===== src/rtl/adc_pkg.sv =====
package adc_pkg;

   // Register stages from input sample to output register.
   localparam int ADC_LATENCY = 4;

   // Multiplier that replaces a division by d: ceil(2^sh / d).
   function automatic longint unsigned recip_mult(input int sh, input int d);
      longint unsigned p;
      longint unsigned dd;
      p  = 64'd1 << sh;
      dd = longint'(d);
      return (p + dd - 64'd1) / dd;
   endfunction

endpackage


===== src/rtl/adc_scale.sv =====
// Normalizes x to x / MAXV in fixed point with FRAC_W fractional bits,
// rounding down. A reciprocal multiply replaces the divider; the
// shift is chosen so that the result is exact for every input value.
module adc_scale #(
   parameter int IN_W   = 8,
   parameter int MAXV   = 255,
   parameter int FRAC_W = 8
) (
   input  logic [IN_W-1:0]   x_i,
   output logic [FRAC_W:0]   y_o
);
   localparam int NUM_W = IN_W + FRAC_W;
   localparam int SH    = NUM_W + $clog2(MAXV) + 1;
   localparam int PRD_W = NUM_W + SH + 1;
   localparam longint unsigned MULT = adc_pkg::recip_mult(SH, MAXV);

   if (SH > 62) begin : g_bad_shift
      $error("adc_scale: reciprocal shift %0d exceeds 62 bits", SH);
   end
   if (MAXV < 1) begin : g_bad_max
      $error("adc_scale: MAXV must be positive");
   end

   logic [NUM_W-1:0] num;
   logic [PRD_W-1:0] prod;

   always_comb begin
      num  = {x_i, {FRAC_W{1'b0}}};
      prod = PRD_W'(num) * PRD_W'(MULT);
      y_o  = (FRAC_W+1)'(prod >> SH);
   end
endmodule


===== src/rtl/adc_hamming.sv =====
// Two-stage Hamming distance. Stage 1 counts the disagreeing bits of
// each group of GRP_W bits into a small unary-to-binary count; stage 2
// adds the group counts.
module adc_hamming #(
   parameter int CEN_W = 80,
   parameter int GRP_W = 6
) (
   input  logic                       clk,
   input  logic [CEN_W-1:0]           a_i,
   input  logic [CEN_W-1:0]           b_i,
   output logic [$clog2(CEN_W+1)-1:0] ham_o
);
   localparam int NGRP  = (CEN_W + GRP_W - 1) / GRP_W;
   localparam int PAD_W = NGRP * GRP_W;
   localparam int CNT_W = $clog2(GRP_W + 1);
   localparam int HAM_W = $clog2(CEN_W + 1);

   logic [PAD_W-1:0] diff;
   logic [CNT_W-1:0] grp_q [NGRP];
   logic [HAM_W-1:0] total;

   assign diff = PAD_W'(a_i ^ b_i);

   for (genvar g = 0; g < NGRP; g++) begin : g_grp
      logic [CNT_W-1:0] cnt;
      always_comb begin
         cnt = '0;
         for (int b = 0; b < GRP_W; b++) begin
            cnt = cnt + CNT_W'(diff[g*GRP_W + b]);
         end
      end
      always_ff @(posedge clk) begin
         grp_q[g] <= cnt;
      end
   end

   always_comb begin
      total = '0;
      for (int g = 0; g < NGRP; g++) begin
         total = total + HAM_W'(grp_q[g]);
      end
   end

   always_ff @(posedge clk) begin
      ham_o <= total;
   end
endmodule


===== src/rtl/adc_disp_tag.sv =====
// Assigns each accepted candidate its position in the disparity group.
module adc_disp_tag #(
   parameter int NUM_DISP = 54
) (
   input  logic                        clk,
   input  logic                        rst_n,
   input  logic                        adv_i,
   output logic [$clog2(NUM_DISP)-1:0] idx_o,
   output logic                        last_o
);
   localparam int DISP_W = $clog2(NUM_DISP);
   localparam logic [DISP_W-1:0] TOP = DISP_W'(NUM_DISP - 1);

   logic [DISP_W-1:0] cnt_q;

   assign idx_o  = cnt_q;
   assign last_o = (cnt_q == TOP);

   always_ff @(posedge clk or negedge rst_n) begin
      if (!rst_n) begin
         cnt_q <= '0;
      end else if (adv_i) begin
         cnt_q <= last_o ? '0 : cnt_q + 1'b1;
      end
   end
endmodule


===== src/rtl/adc_cost_unit.sv =====
module adc_cost_unit #(
   parameter int PIX_W    = 8,
   parameter int CEN_W    = 80,
   parameter int NUM_DISP = 54,
   parameter int FRAC_W   = 8,
   parameter int GRP_W    = 6
) (
   input  logic                        clk,
   input  logic                        rst_n,
   input  logic                        in_valid_i,
   input  logic [PIX_W-1:0]            ref_pix_i,
   input  logic [PIX_W-1:0]            cand_pix_i,
   input  logic [CEN_W-1:0]            ref_cen_i,
   input  logic [CEN_W-1:0]            cand_cen_i,
   input  logic [FRAC_W+1:0]           trunc_i,
   output logic                        out_valid_o,
   output logic [FRAC_W+1:0]           cost_o,
   output logic [$clog2(NUM_DISP)-1:0] disp_o,
   output logic                        last_o
);
   localparam int LAT    = adc_pkg::ADC_LATENCY;
   localparam int HAM_W  = $clog2(CEN_W + 1);
   localparam int TERM_W = FRAC_W + 1;
   localparam int COST_W = FRAC_W + 2;
   localparam int DISP_W = $clog2(NUM_DISP);
   localparam int PIX_MX = (1 << PIX_W) - 1;
   localparam int TR_DEP = LAT - 1;

   // elaboration-time parameter checks
   if (PIX_W < 2 || PIX_W > 16) begin : g_bad_pix
      $error("adc_cost_unit: PIX_W out of range");
   end
   if (CEN_W < 2) begin : g_bad_cen
      $error("adc_cost_unit: CEN_W must be at least 2");
   end
   if (NUM_DISP < 2) begin : g_bad_disp
      $error("adc_cost_unit: NUM_DISP must be at least 2");
   end
   if (FRAC_W < 1 || FRAC_W > 16) begin : g_bad_frac
      $error("adc_cost_unit: FRAC_W out of range");
   end
   if (GRP_W < 2 || GRP_W > 8) begin : g_bad_grp
      $error("adc_cost_unit: GRP_W out of range");
   end

   // ---------------- control pipeline ----------------
   logic [DISP_W-1:0] tag_idx;
   logic              tag_last;
   logic [LAT-1:0]    v_q;
   logic [DISP_W-1:0] disp_q [LAT];
   logic              last_q [LAT];
   logic [COST_W-1:0] trunc_q [TR_DEP];

   adc_disp_tag #(.NUM_DISP(NUM_DISP)) i_tag (
      .clk    (clk),
      .rst_n  (rst_n),
      .adv_i  (in_valid_i),
      .idx_o  (tag_idx),
      .last_o (tag_last)
   );

   always_ff @(posedge clk or negedge rst_n) begin
      if (!rst_n) begin
         v_q <= '0;
      end else begin
         v_q <= {v_q[LAT-2:0], in_valid_i};
      end
   end

   always_ff @(posedge clk) begin
      disp_q[0]  <= tag_idx;
      last_q[0]  <= tag_last;
      trunc_q[0] <= trunc_i;
   end

   for (genvar s = 1; s < LAT; s++) begin : g_tag_pipe
      always_ff @(posedge clk) begin
         disp_q[s] <= disp_q[s-1];
         last_q[s] <= last_q[s-1];
      end
   end

   for (genvar s = 1; s < TR_DEP; s++) begin : g_trunc_pipe
      always_ff @(posedge clk) begin
         trunc_q[s] <= trunc_q[s-1];
      end
   end

   // ---------------- intensity path ----------------
   logic [PIX_W-1:0]  absd1_q;
   logic [TERM_W-1:0] ad_norm;
   logic [TERM_W-1:0] ad2_q;

   always_ff @(posedge clk) begin
      absd1_q <= (ref_pix_i > cand_pix_i) ? (ref_pix_i - cand_pix_i)
                                          : (cand_pix_i - ref_pix_i);
   end

   adc_scale #(.IN_W(PIX_W), .MAXV(PIX_MX), .FRAC_W(FRAC_W)) i_ad_scale (
      .x_i (absd1_q),
      .y_o (ad_norm)
   );

   always_ff @(posedge clk) begin
      ad2_q <= ad_norm;
   end

   // ---------------- census path ----------------
   logic [HAM_W-1:0]  ham2;
   logic [TERM_W-1:0] cen_norm;

   adc_hamming #(.CEN_W(CEN_W), .GRP_W(GRP_W)) i_ham (
      .clk   (clk),
      .a_i   (ref_cen_i),
      .b_i   (cand_cen_i),
      .ham_o (ham2)
   );

   adc_scale #(.IN_W(HAM_W), .MAXV(CEN_W), .FRAC_W(FRAC_W)) i_cen_scale (
      .x_i (ham2),
      .y_o (cen_norm)
   );

   // ---------------- fuse and clamp ----------------
   logic [COST_W-1:0] sum3_q;
   logic [COST_W-1:0] cost4_q;

   always_ff @(posedge clk) begin
      sum3_q  <= COST_W'(ad2_q) + COST_W'(cen_norm);
      cost4_q <= (sum3_q > trunc_q[TR_DEP-1]) ? trunc_q[TR_DEP-1] : sum3_q;
   end

   assign out_valid_o = v_q[LAT-1];
   assign cost_o      = cost4_q;
   assign disp_o      = disp_q[LAT-1];
   assign last_o      = last_q[LAT-1];
endmodule


===== config.mk =====
export PLATFORM = sky130hd
export DESIGN_NAME = adc_cost_unit
export DESIGN_NICKNAME = d
export VERILOG_FILES = /design/src/rtl/adc_pkg.sv /design/src/rtl/adc_scale.sv /design/src/rtl/adc_hamming.sv /design/src/rtl/adc_disp_tag.sv /design/src/rtl/adc_cost_unit.sv
export SDC_FILE = /design/constraint.sdc
export NUM_CORES = 1
export LEC_CHECK = 0
export BUFFER_PORTS_ARGS = -buffer_cell sky130_fd_sc_hd__buf_2
export CORE_ASPECT_RATIO = 1.1
export CORE_UTILIZATION = 44
export DETAILED_ROUTE_END_ITERATION = 6
export PLACE_DENSITY = 0.67
export SLEW_MARGIN = 15
export SYNTH_ARGS = -nofsm -noshare
export SYNTH_HDL_FRONTEND = slang
export SYNTH_SLANG_ARGS = --single-unit

===== constraint.sdc =====
create_clock -name clk -period 15.6 [get_ports clk]
set_input_delay 0 -clock clk [delete_from_list [all_inputs] [get_ports clk]]
set_output_delay 0 -clock clk [all_outputs]
set_load 0.02 [all_outputs]

==> flow_summary.toml <==
[logic_synthesis]
synth_edf_count = 0
synth_area_um2 = 9260
synth.area.top_cells = "dfxtp_1, fa_1, ha_1, xor2_1, inv_1"
syn_avg_cell_area_um2 = 11.4
async_reset_ff_share_pct = 6.54
synth_fp_nets = 1219
synth_top_cell_by_area = "dfxtp_1"
synth_warnings = 0
synth_commonest_cells = "dfxtp_1, ha_1, inv_1, fa_1, xor2_1"
synth_cells = 810
synth_top_area_share_pct = 30.9
ys_types = 53
yosysMostFrequentCell = "dfxtp_1"
synth_flop_cell = "dfxtp_1"
yosysSeqAreaShare_pct = 33.6
yosys_register_bits = 153

[sta]
setup_viol = 0
hold_viol_final = 0
finalClockSkew_ns = 0.0104
slew-limit-headroom_pct = 24.9
tightest_slew_ns = 1.12
drv_slew = 0
post-route-min-period_ns = 5.58
fin_crit_sh_pct = 35.8
rsz0062_at_grt = "false"
finalSetupTns_ns = 0
fmax_ghz = 0.179

[global_routing]
grt_overflow = 0
grt_pass1_vias = 6301
track_usage_pct = 15.5
grt_max_degree = 18
grt_pass1_wl_um = 26700
antenna_found_initial = 0

[finish]
nFillCells = 1790
nets = 1459
diodes = 0
drive_gt1_share_pct = 24.3
fin_cells = 1319
area_growth_pct = 22.9

[worst_setup_path]
path_max_fanout = 5
path_class = "reg2reg"
crit_required_ns = 15.89
crit_path_end = "sum3_q[9]"
r2r_cells = 19
arrival_ns = 5.87
crit_path_end_kind = "flip-flop"
cp-start-kind = "flip-flop"
rrSetupSlack_ns = 10.02
regToRegEndpoint = "sum3_q[9]"
timing.rr.start = "i_ham.ham_o[5]"
cp-startpoint = "i_ham.ham_o[5]"

[worst_hold_path]
hold_path_class = "in2reg"

[route]
ant_nets = 0
viasPerCell = 4.61
vias = 6086
wl_met2_um = 8010
drt_iter0_markers = 181
wl_per_cell_um = 11.9
drc = 0
drtPass1Iterations = 6
wl_met1_um = 6670
wl_met3_um = 807
highest_layer = "met4"
wl_um = 15700

[placement]
place_congestion = 0.811
portBuffers = 206
dp.final_hpwl_um = 13200
place_inst = 1265

[clock_network]
cts_root_buf = "clkbuf_16"
clockBufferDepth = 2
cts_setup_buffers = 0
htree_levels = 4
cts_buffers = 17
cts_tree = "done"
worstSkewPairLatency_ns = 0.43
clk_transition_reported_paths_ns = 0.07
cts.sinks = 153

[die]
initial_utilization_pct = 45.0
die_area_um2 = 21600
die_x_um = 140
core_area_um2 = 20600
rows = 55
ios = 207
die_h_um = 154

[run]
drv_cap = 0

[status]
run_status = "completed"
## per-stage QoR
step,setup WS (ns),hold slack (ns),area (um^2),utilization [%]
5_1_grt,9.58,0.0217,11400,55.3
2_1_floorplan,10.49,-0.296,9260,-
3_3_place_gp,10.20,-0.122,10600,51.4
3_5_place_dp,10.04,-0.122,10600,51.4
4_1_cts,9.99,0.00444,11400,55.3
6_report,10.02,0.0180,11400,55.3
## registers in the layout, summed over array words and instances, names as in the netlist
| register | flops |
|---|---|
| absd1_q | 8 |
| sum3_q | 10 |
| i_ham.grp_q | 41 |
| i_ham.ham_o | 7 |
| cost_o | 10 |
| disp_q | 24 |
| i_tag.idx_o | 6 |
| ad2_q | 9 |
| last_q | 4 |
| v_q | 4 |
| trunc_q | 30 |
## placed cells by master, fill, tap and decap left out, types with 3 or more instances in the layout
cell and instances:
nand2_1 17, o21bai_1 3, o21a_1 7, a21oi_1 25
dfrtp_1 10, nor3_1 5, clkbuf_16 17, xor2_1 79
inv_1 126, a31oi_1 3, ha_1 134, nor2_1 11
inv_8 6, o21ai_0 18, dlygate4sd3_1 22, nor2b_1 9
fa_1 86, buf_2 206, nand4_1 6, mux2i_1 5
nand2b_1 13, inv_6 3, and3_1 4, nand3_1 4
mux2_2 9, a21o_1 10, o41ai_1 3, dfxtp_1 143
xnor2_1 37
## cells by family (layout without fill, tap and decap cells)
family	Yosys count	count (layout)	share of synthesized area, %
and+or+nand+nor	81	81	4.76
adders and majority gates	220	220	36.7
muxes	15	15	1.80
xor gates and xnor gates	116	116	11.0
DFF	153	153	33.6
AOI/OAI and AO/OA	92	92	6.59
buffers and inverters	133	386	5.55
## worst min-delay path by stage
stage | from | to | cells past startpoint
CTS | cand_cen_i[15] | i_ham.grp_q[0][6] | 3
global placement | rst_n | v_q[0] | 1
detailed placement | rst_n | v_q[0] | 1
global route | cand_cen_i[15] | i_ham.grp_q[0][6] | 3
floorplan | rst_n | i_tag.idx_o[0] | 0
finish | cand_cen_i[15] | i_ham.grp_q[0][6] | 3
## metal layers
layer	track usage, %	vias up
met5	0	-
met4	5.49	0
met3	3.99	18
met2	28.4	151
met1	17.3	2804
li1	-	3113
## critical path, stage by stage, from the launching register on
cell and delay (ns):
dfxtp_1 0.39, inv_1 0.07, ha_1 0.34, fa_1 0.46
fa_1 0.44, fa_1 0.61, inv_1 0.11, ha_1 0.38
nand4_1 0.20, or3b_2 0.50, o31ai_1 0.13, a211oi_1 0.12
xnor2_1 0.26, ha_1 0.28, a21o_1 0.17, a21oi_1 0.21
nor2b_1 0.08, o21a_1 0.18, o41ai_1 0.38, o21ai_0 0.15
## repair_timing
action,CTS,global route
resized for setup,0,0
endpoints found under the hold margin,33,0
hold buffers,22,0
## area by class of cell
| type | count | area, um^2 | share of cell area [%] |
|---|---|---|---|
| multi-input cells | 524 | 5630 | 49.5 |
| well taps | 256 | 320 | 2.81 |
| inverters | 126 | 473 | 4.16 |
| repair buffers | 228 | 1250 | 11.0 |
| clock inverters | 14 | 151 | 1.33 |
| clock buffers | 18 | 439 | 3.86 |
| flip-flops and latches | 153 | 3110 | 27.4 |
Power is left out: the tool's default activity adds up to more than one toggle a clock period on the data nets, which glitch-free logic cannot reach.
